### src/rtl/blink_pkg.sv
package blink_pkg;

    parameter int unsigned PSC_W  = 8;
    parameter int unsigned DUTY_W = 8;

    typedef logic [PSC_W-1:0]  psc_t;
    typedef logic [DUTY_W-1:0] duty_t;

    // Registered state of one blink channel
    typedef struct packed {
        psc_t  pre_cnt;   // ticks counted within the current step
        duty_t step_cnt;  // position inside the period
        psc_t  pre_lim;   // prescaler value held for this period
        duty_t duty_lim;  // duty value held for this period
        logic  led_n;     // registered active-low output
    } chan_state_t;

endpackage

### src/rtl/blink_tick_gen.sv
module blink_tick_gen #(
    parameter int unsigned TICK_DIV = 64
) (
    input  logic clk_i,
    input  logic rst_i,
    output logic tick_o
);

    localparam int unsigned DIV_W = (TICK_DIV > 1) ? $clog2(TICK_DIV) : 1;
    localparam logic [DIV_W-1:0] DIV_LAST = DIV_W'(TICK_DIV - 1);

    logic [DIV_W-1:0] div_d, div_q;

    assign tick_o = (div_q == DIV_LAST);

    always_comb begin
        div_d = div_q;
        if (tick_o) begin
            div_d = '0;
        end else begin
            div_d = div_q + DIV_W'(1);
        end
    end

    always_ff @(posedge clk_i) begin
        if (rst_i) begin
            div_q <= '0;
        end else begin
            div_q <= div_d;
        end
    end

endmodule

### src/rtl/blink_channel.sv
module blink_channel
    import blink_pkg::*;
(
    input  logic  clk_i,
    input  logic  rst_i,
    input  logic  tick_i,
    input  psc_t  psc_i,
    input  duty_t duty_i,
    output logic  led_n_o,
    output duty_t step_o,
    output duty_t duty_lim_o
);

    chan_state_t st_d, st_q;
    logic        at_start;
    psc_t        lim_now;

    // A period starts when both counters rest at zero
    assign at_start = (st_q.pre_cnt == '0) && (st_q.step_cnt == '0);
    assign lim_now  = at_start ? psc_i : st_q.pre_lim;

    always_comb begin
        st_d = st_q;
        if (tick_i) begin
            if (at_start) begin
                st_d.pre_lim  = psc_i;
                st_d.duty_lim = duty_i;
            end
            if (st_q.pre_cnt == lim_now) begin
                st_d.pre_cnt  = '0;
                st_d.step_cnt = st_q.step_cnt + duty_t'(1);
            end else begin
                st_d.pre_cnt  = st_q.pre_cnt + psc_t'(1);
            end
        end
        // Output follows the state it is registered with
        st_d.led_n = !(st_d.step_cnt < st_d.duty_lim);
    end

    always_ff @(posedge clk_i) begin
        if (rst_i) begin
            st_q <= '{pre_cnt: '0, step_cnt: '0, pre_lim: '0,
                      duty_lim: '0, led_n: 1'b1};
        end else begin
            st_q <= st_d;
        end
    end

    assign led_n_o    = st_q.led_n;
    assign step_o     = st_q.step_cnt;
    assign duty_lim_o = st_q.duty_lim;

endmodule

### src/rtl/blink_pwm_pair.sv
module blink_pwm_pair
    import blink_pkg::*;
#(
    parameter int unsigned NUM_CH   = 2,
    parameter int unsigned TICK_DIV = 64
) (
    input  logic                         clk_i,
    input  logic                         rst_i,
    input  logic [NUM_CH-1:0][PSC_W-1:0] psc_i,
    input  logic [NUM_CH-1:0][DUTY_W-1:0] duty_i,
    output logic [NUM_CH-1:0]            blink_n_o
);

    logic                          tick;
    logic [NUM_CH-1:0][DUTY_W-1:0] step_cnt;
    logic [NUM_CH-1:0][DUTY_W-1:0] duty_held;

    blink_tick_gen #(
        .TICK_DIV (TICK_DIV)
    ) u_tick (
        .clk_i  (clk_i),
        .rst_i  (rst_i),
        .tick_o (tick)
    );

    for (genvar c = 0; c < NUM_CH; c++) begin : g_ch
        blink_channel u_ch (
            .clk_i      (clk_i),
            .rst_i      (rst_i),
            .tick_i     (tick),
            .psc_i      (psc_i[c]),
            .duty_i     (duty_i[c]),
            .led_n_o    (blink_n_o[c]),
            .step_o     (step_cnt[c]),
            .duty_lim_o (duty_held[c])
        );
    end

endmodule

### config.mk
export PLATFORM = sky130hd
export DESIGN_NAME = blink_pwm_pair
export DESIGN_NICKNAME = d
export VERILOG_FILES = /design/src/rtl/blink_pkg.sv /design/src/rtl/blink_tick_gen.sv /design/src/rtl/blink_channel.sv /design/src/rtl/blink_pwm_pair.sv
export SDC_FILE = /design/constraint.sdc
export NUM_CORES = 1
export LEC_CHECK = 0
export BUFFER_PORTS_ARGS = -buffer_cell sky130_fd_sc_hd__buf_2
export CORE_MARGIN = 5
export CORE_UTILIZATION = 30
export DETAILED_ROUTE_END_ITERATION = 7
export GPL_ROUTABILITY_DRIVEN = 0
export PLACE_DENSITY_LB_ADDON = 0.3
export SLEW_MARGIN = 20
export SYNTH_ARGS = -nofsm -noshare
export SYNTH_HDL_FRONTEND = slang
export SYNTH_SLANG_ARGS = --single-unit
### constraint.sdc
create_clock -name clk_i -period 3.3 [get_ports clk_i]
set_input_delay 0.33 -clock clk_i [delete_from_list [all_inputs] [get_ports clk_i]]
set_output_delay 0.33 -clock clk_i [all_outputs]
set_load 0.01 [all_outputs]
==> results of run 1 <==
-- per-layer routing --
layer	share of wire, %	wire length (microns)
met1	46	4240
met2	49	4450
met4	1.6	151
met3	3.6	327
met5	0	0
-- final timing paths --
kind,start,slack [ns],endpoint,depth (start not counted)
setup / recovery,g_ch[1].u_ch.st_q[26],-0.13,g_ch[1].u_ch.led_n_o,18
setup reg to reg,g_ch[1].u_ch.st_q[26],-0.13,g_ch[1].u_ch.led_n_o,18
hold / removal,psc_i[7],0.24,g_ch[0].u_ch.st_q[16],3
hold reg to reg,u_tick.div_q[0],0.46,u_tick.div_q[0],1
-- power by group through the flow --
| stage | Clock, mW | Sequential, mW | Combinational (mW) |
|---|---|---|---|
| detailed placement | 0 | 0.894 | 0.0669 |
| finish | 0.978 | 0.874 | 0.0671 |
| global placement | 0 | 0.894 | 0.0644 |
| CTS | 1.01 | 0.875 | 0.0679 |
| global route | 1.05 | 0.873 | 0.0764 |
| floorplan | 0 | 0.894 | 0.0311 |
-- through the flow --
step	std cells	total power, mW
2_1_floorplan	446	0.925
3_3_place_gp	709	0.958
3_5_place_dp	709	0.961
4_1_cts	728	1.95
5_1_grt	731	2.00
6_report	731	1.92
-- logic make-up (layout without fill, tap and decap cells) --
group	count (synthesis)	count (layout)
buf+inv	38	147
simple gates	189	189
compound gates	49	49
xor+xnor	40	40
fa+ha+maj	23	23
mux	35	35
flops	72	72
-- sequential cells by signal, indices dropped and copies added, names as in the netlist --
name,cells
g_ch.u_ch.led_n_o,2
g_ch.u_ch.st_q,32
u_tick.div_q,6
g_ch.u_ch.step_o,16
g_ch.u_ch.duty_lim_o,16
-- critical path: stages (launching register included) --
cell and delay [ns]:
dfxtp_2 0.35, inv_4 0.05, ha_2 0.16, nor2b_4 0.12
nand4_1 0.12, buf_4 0.15, buf_6 0.10, nand4_1 0.09
o21a_4 0.17, nor4_4 0.34, nand3_2 0.14, xnor2_2 0.16
ha_1 0.30, a21oi_2 0.12, nor2b_1 0.05, o21ai_1 0.11
o211ai_1 0.12, or4_1 0.41, o221a_2 0.25
-- timing repair --
item                       in CTS  in global routing
pin swaps                       6                  3
gates resized for setup         9                 25
buffers inserted                3                  3
setup endpoints to repair       2                  2
-- final cells by class --
class | count | share of cell area, %
Multi-Input combinational cell | 336 | 47.1
Inverter | 18 | 1.32
Tap cell | 176 | 4.13
Clock inverter | 3 | 0.752
Timing Repair Buffer | 113 | 14.5
Sequential cell | 72 | 27.3
Clock buffer | 13 | 4.88
-- cells in the final DEF (no fill, tap or decap), drive strengths merged, types with 2 or more instances in the layout --
cell type and n:
o21ai 4, nand4 14, xnor2 22, nor3 22, o211ai 5, ha 23
nor2 51, nand3 13, nand2 39, or4 2, mux2 10, o31ai 3
nor4b 3, o21a 2, xor2 18, clkinv 2, a2111oi 2, and3 4
a21o 4, clkbuf 13, buf 113, inv 18, nor2b 22, mux2i 25
nor3b 2, a21oi 19, and4 2, nor4 11, o221a 2, dfxtp 72
==> flow_summary.toml, run 1 <==
[worst_setup_path]
startpoint_type = "flop"
path_class = "flop to flop"
crit_path_end_kind = "flop"
arrival_ns = 3.65
crit_fanout = 4
critPathRequiredTime_ns = 3.53

[timing]
layout_min_cycle_time_ns = 3.43
setup-tns-final_ns = -0.127
clock.fmax_mhz = 292
timing.hold.ws_ns = 0.239
tightest_slew_ns = 0.839
skew_ns = 0.00671
fin_crit_sh_pct = 104
fin_ws_ns = -0.127
rsz0062_at_grt = "true"
final_max_slew_viol_count = 0
slew_headroom_pct = 44.1
setup_violations = 1
finalHoldViolations = 0

[synth]
synth_top_family_by_area = "simple AND/OR/NAND/NOR gates"
synth_top_area_share_pct = 36.3
syn-cell-area_sq_um = 3970
yosys.cell_types.count = 54
synth_nets = 503
ys.flop_type = "dfxtp_1"
ys_seq_area_share_pct = 36.3
syn_avg_cell_area_sq_um = 8.90
synthTopCellsByArea = "dfxtp_1, ha_1, mux2i_1"
yosysMostFrequentCell = "dfxtp_1"
synth_top_area_cell = "dfxtp_1"
ys_async_sr_fraction_pct = 0
synth_edf_count = 0
synth-simple-area-share_pct = 25.6
synth_fa_ha_area_share_pct = 7.25
synthCells = 446
synth_mux_area_share_pct = 9.33
yosys_register_bits = 72
synth-xor-area-share_pct = 8.83
synth_common_cells = "dfxtp_1, nor2_1, nand2_1, mux2i_1, ha_1"
synth_compound_area_share_pct = 8.67
yosysWarningCount = 0

[global_route]
grt_antenna_before_repair = 0
grt_usage_pct = 12.2
grt_busiest_layer = "met2"
grt_max_degree = 46
gr-usage-met2_pct = 21.2
grt_pass1_vias = 3397
grt_remaining_overflow = 0
use_met1_pct = 14.3
grt_pass1_wl_mm = 15.8
grt_use_met3_pct = 3.67

[power_and_ir_drop]
p_sw_share_pct = 20.5
total_leakage_power_nw = 2.28
peakVddDrop_uv = 249
p_comb_share_pct = 3.5
p_sw_mw = 0.394
p_clk_share_pct = 51.0
seqPwrFrac_pct = 45.5
internal_power_mw = 1.52
p_per_area_nw_per_um2 = 360

[clock_network]
clockBufferDepth = 2
cts_hold_buf = 0
cts_buffers = 9
clock-sinks = 72
clk_latency_ns = 0.34
root_buffer = "clkbuf_16"
clk_pin_slew_ns = 0.06
h-tree-depth = 3
cts_tree = "yes"

[job]
maxCapViolations = 0

[hold_path]
holdCritPathClass = "input pin to flop"

[placement]
placed_area_sq_um = 4850
io_buffers = 35
dp_slack_ns = -0.206
hpwlAfterDp_mm = 6.89

[status]
status = "finished, violations left"
violations = "negative setup slack"

[die]
die_w_microns = 125
die_height_microns = 125
fp.coreArea_sq_um = 13100
die-area_sq_um = 15600
start_util_pct = 30.3
placement_rows = 42
ios = 36

[final_layout]
multi_input_area_sq_um = 2510
area_growth_pct = 34.3
num-fill-cells = 1306
fin_area_sq_um = 5330
fin_util_pct = 40.7
drive_gt1_share_pct = 32.3
fin_nets = 607
n_antenna_cell = 0
seqCellArea_sq_um = 1460

[route]
initialDrtViolationCount = 130
route.vias.total = 3433
drt_wl_total_mm = 9.17
dr.pass1.iters = 6
via_per_inst = 4.70
ant_nets = 0
drc = 0
routedWlPerCell_microns = 12.5
No activity file was read; power rests on OpenSTA's default activity.
==> inputs of run 2 (changes only) <==
BUFFER_PORTS_ARGS = unset   (was -buffer_cell sky130_fd_sc_hd__buf_2)
DONT_BUFFER_PORTS = 1   (was unset)
MAX_ROUTING_LAYER = met4   (was unset)
==> flow_summary.toml, run 2 (synthesized netlist as in run 1, its figures left out) <==
[timing]
setup_violations = 1
fin_crit_sh_pct = 103
final_max_slew_viol_count = 0
clock.fmax_mhz = 294
fin_ws_ns = -0.0990
skew_ns = 0.00604
finalHoldViolations = 0
rsz0062_at_grt = "true"
slew_headroom_pct = 61.0
layout_min_cycle_time_ns = 3.40
tightest_slew_ns = 0.583

[route]
drc = 0
dr.pass1.iters = 4
via_per_inst = 4.78
initialDrtViolationCount = 211
ant_nets = 0
route.vias.total = 3315
routedWlPerCell_microns = 13.2
drt_wl_total_mm = 9.16

[global_route]
grt_usage_pct = 12.4
grt_remaining_overflow = 0
grt_pass1_wl_mm = 15.5
grt_antenna_before_repair = 0
grt_max_degree = 81
grt_pass1_vias = 3330

[clock_network]
cts_buffers = 9
clockBufferDepth = 2
clk_latency_ns = 0.34
clk_pin_slew_ns = 0.06
clock-sinks = 72
cts_tree = "yes"
root_buffer = "clkbuf_16"
h-tree-depth = 3

[die]
ios = 36
die-area_sq_um = 15600
fp.coreArea_sq_um = 13100
die_w_microns = 125
start_util_pct = 30.3
die_height_microns = 125
placement_rows = 42

[worst_setup_path]
slowest_stage = "dfxtp_1"
crit_fanout = 4
startpoint_type = "flop"
crit_path_max_incr_delay_ns = 0.41
regToRegSetupSlack_ns = -0.1
critPathRequiredTime_ns = 3.53
arrival_ns = 3.62
worstPathCellList = "inv_1 -> a222oi_1 -> nand4_1 -> o21a_2 -> nor4_4 -> nand3_2 -> xnor2_2 -> ha_1 -> a21oi_2 -> nor2b_1 -> o21ai_1 -> o211ai_1 -> or4_1 -> o221a_2"
path_class = "flop to flop"
crit_path_end_kind = "flop"
critical-path-top-delay-family = "compound AO/OA/AOI/OAI gates"
path_buf_inv = 1

[final_layout]
drive_gt1_share_pct = 28.6
largest_reg_flops = 32
max_flop_register = "g_ch.u_ch.st_q"
final_cell_mix = "buf_4, dfxtp_1, nor2_1"
seqCellArea_sq_um = 1450
area_growth_pct = 30.7
multi_input_area_sq_um = 2600
n_antenna_cell = 0
num-fill-cells = 1336
final_common_cell = "buf_4"
fin_area_sq_um = 5190
fin_nets = 569

[placement]
io_buffers = 0
hpwlAfterDp_mm = 6.80
placed_area_sq_um = 4660

[power_and_ir_drop]
p_per_area_nw_per_um2 = 352
internal_power_mw = 1.46
finalPower_mw = 1.83
p_comb_share_pct = 1.8
p_sw_share_pct = 20.2
p_clk_share_pct = 50.3
total_leakage_power_nw = 2.16
peakVddDrop_uv = 327
seqPwrFrac_pct = 47.9
p_sw_mw = 0.368

[hold_path]
holdCritPathClass = "input pin to flop"

[job]
maxCapViolations = 0

[status]
violations = "negative setup slack"
status = "finished, violations left"
==> run 2: timing repair <==
item	in CTS	in global routing
endpoints found under the hold margin	0	0
gates resized for setup	20	19
hold buffers	0	0
pin swaps	11	7
setup endpoints to repair	2	2
buffers inserted	3	3
==> run 2: stage by stage <==
step | utilization [%] | setup TNS (ns) | hold WS, ns | instances | setup slack, ns
floorplan | - | -0.116 | 0.433 | 446 | -0.116
global placement | 35.6 | -0.0726 | 0.409 | 672 | -0.0726
detailed placement | 35.6 | -0.199 | 0.414 | 672 | -0.173
CTS | 38.8 | -0.107 | 0.0443 | 691 | -0.107
global route | 39.6 | -0.288 | 0.0469 | 693 | -0.288
finish | 39.6 | -0.0990 | 0.0694 | 693 | -0.0990
==> run 2: cell type report <==
cell class              count  share of cell area (%)
well taps                 176                    4.25
multi-input cells         336                    50.1
flip-flops and latches     72                    27.9
inverters                  18                    1.30
clock inverters             3                   0.290
clock buffers              13                    5.21
repair buffers             75                    10.9
==> run 2: worst reg2reg max path, stage by stage, from the launching register on <==
cell      delay [ns]
dfxtp_1         0.41
inv_1           0.11
a222oi_1        0.38
nand4_1         0.15
o21a_2          0.28
nor4_4          0.28
nand3_2         0.14
xnor2_2         0.15
ha_1            0.32
a21oi_2         0.14
nor2b_1         0.05
o21ai_1         0.11
o211ai_1        0.11
or4_1           0.40
o221a_2         0.25
==> run 2: layer usage <==
metal	wire length [microns]	track usage, %	vias to the layer above	share of wire, %
li1	-	-	1690	-
met1	4120	14.2	1566	45
met2	4420	20.3	46	48
met3	464	4.73	13	5.1
met4	163	3.38	0	1.8
met5	0	-	-	0
==> run 2: path summary, 6_finish.rpt <==
kind | to | from | cells past startpoint
worst max register to register | g_ch[1].u_ch.led_n_o | g_ch[1].u_ch.st_q[32] | 14
worst min register to register | u_tick.div_q[0] | u_tick.div_q[0] | 1
worst min-delay path | g_ch[0].u_ch.duty_lim_o[4] | rst_i | 1
worst max-delay path | g_ch[1].u_ch.led_n_o | g_ch[1].u_ch.st_q[32] | 14
==> run 2: power by group through the flow <==
stage               clock network (mW)  registers [mW]  logic, mW
global route                     0.998           0.875     0.0353
finish                           0.918           0.875     0.0320
global placement                     0           0.894     0.0245
detailed placement                   0           0.894     0.0253
floorplan                            0           0.894     0.0311
CTS                              0.964           0.875     0.0279
==> inputs of run 3 (changes only) <==
CORE_UTILIZATION = 25   (was 30)
==> flow_summary.toml, run 3 (synthesized netlist as in run 1, its figures left out) <==
[timing]
fin_crit_sh_pct = 104
finalHoldViolations = 0
skew_ns = 0.00358
clock.fmax_mhz = 291
final_max_slew_viol_count = 0
layout_min_cycle_time_ns = 3.44
slew_headroom_pct = 61.0
tightest_slew_ns = 0.583
setup_violations = 1
rsz0062_at_grt = "true"
fin_ws_ns = -0.136
setup-tns-final_ns = -0.136

[worst_setup_path]
regToRegSetupSlack_ns = -0.14
path_class = "flop to flop"
path_buf_inv = 3
worstPathCellList = "inv_2 -> ha_1 -> nor2b_1 -> nand4_1 -> buf_4 -> buf_4 -> nand4_1 -> o21a_2 -> nor4_4 -> nand4_2 -> xnor2_1 -> ha_1 -> nor2b_1 -> o21ai_1 -> o211ai_1 -> or4_1 -> o221a_2"
reg2regPathDepth = 17
critPathRequiredTime_ns = 3.54
critical-path-top-delay-family = "simple AND/OR/NAND/NOR gates"
startpoint_type = "flop"
crit_fanout = 4
crit_path_start = "g_ch[1].u_ch.st_q[25]"
arrival_ns = 3.67
reg2reg_to = "g_ch[1].u_ch.led_n_o"
crit_path_max_incr_delay_ns = 0.42
crit_path_end_kind = "flop"
slowest_stage = "or4_1"
worstSetupEndpoint = "g_ch[1].u_ch.led_n_o"
r2r-start = "g_ch[1].u_ch.st_q[25]"
cp_num_cells = 17

[final_layout]
drive_gt1_share_pct = 28.8
final_cell_mix = "buf_4, dfxtp_1, nor2_1"
instances_no_fill = 737
largest_reg_flops = 32
fin_util_pct = 33.5
area_growth_pct = 32.6
max_flop_register = "g_ch.u_ch.st_q"
final_common_cell = "buf_4"
n_antenna_cell = 0
fin_nets = 573
num-fill-cells = 1610

[route]
wl_met3_microns = 420
via_per_inst = 4.48
initialDrtViolationCount = 130
wl_met2_mm = 4.62
routed.top_layer = "met4"
route.vias.total = 3304
routedWlPerCell_microns = 12.9
drc = 0
drt_wl_total_mm = 9.49
ant_nets = 0
dr.pass1.iters = 7
wirelength_met1_mm = 4.31

[power_and_ir_drop]
peakVddDrop_uv = 348
total_leakage_power_nw = 2.17
p_per_area_nw_per_um2 = 383
finalPower_mw = 2.02

[placement]
dp.cells = 712
hpwlAfterDp_mm = 7.06
io_buffers = 0

[clock_network]
clk_pin_slew_ns = 0.06
cts_buffers = 9
clock-sinks = 72
cts_tree = "yes"
root_buffer = "clkbuf_16"
clk_latency_ns = 0.34
clockBufferDepth = 2
cts_hold_buf = 0
h-tree-depth = 3

[die]
start_util_pct = 25.3
fp.coreArea_sq_um = 15700
die-area_sq_um = 18500
die_height_microns = 136
die_w_microns = 136
ios = 36
placement_rows = 46

[status]
violations = "negative setup slack"
status = "finished, violations left"

[global_route]
grt_pass1_wl_mm = 15.6
grt_antenna_before_repair = 0
grt_usage_pct = 11.1
grt_pass1_vias = 3291
grt_max_degree = 81
grt_remaining_overflow = 0

[job]
maxCapViolations = 0

[hold_path]
holdCritPathClass = "input pin to flop"
min_from = "rst_i"
[run 3: changes by cell type in the layout (fill, tap and decap cells not counted), moves of 2 or more]
cell       delta
clkbuf_8      -3
mux2i_4       -2
inv_1         -3
buf_4         +5
inv_2         +3
bufinv_16     +3
[run 3: worst min-delay path by stage]
stage,cells past startpoint,to
floorplan,1,u_tick.div_q[0]
global placement,1,g_ch[1].u_ch.st_q[25]
detailed placement,1,g_ch[1].u_ch.st_q[25]
CTS,1,g_ch[1].u_ch.st_q[25]
global route,1,g_ch[0].u_ch.duty_lim_o[6]
finish,1,g_ch[0].u_ch.duty_lim_o[5]
[run 3: layer usage]
| metal | vias up | global-route usage [%] |
|---|---|---|
| met5 | - | - |
| met4 | 0 | 3.70 |
| met3 | 15 | 3.55 |
| met2 | 41 | 18.1 |
| met1 | 1547 | 12.9 |
| li1 | 1701 | - |
[run 3: report_power, final]
| part | internal [mW] | switching (mW) |
|---|---|---|
| Sequential | 0.872 | 0.00256 |
| Combinational | 0.0169 | 0.0130 |
| Clock | 0.735 | 0.376 |
| Total | 1.62 | 0.391 |
[run 3: final cells by class]
type,count,area [sq um],share of cell area [%]
clock buffer,10,229,4.35
clock inverter,6,108,2.04
inverter,18,67.6,1.28
multi-input combinational,336,2550,48.4
sequential,72,1450,27.5
tap,216,270,5.14
timing repair buffer,79,593,11.3
[run 3: through the flow]
step	hold slack (ns)	setup slack (ns)	cell area (sq um)
2_1_floorplan	0.433	-0.116	4010
3_3_place_gp	0.413	-0.147	4710
3_5_place_dp	0.416	-0.285	4710
4_1_cts	0.0408	-0.160	5110
5_1_grt	0.0586	-0.328	5260
6_report	0.0716	-0.136	5260
[run 3: timing repair]
item,4_1_cts,5_1_grt
pin swaps,4,16
setup buffers,3,6
endpoints found under the setup margin,2,2
gates resized for setup,8,24
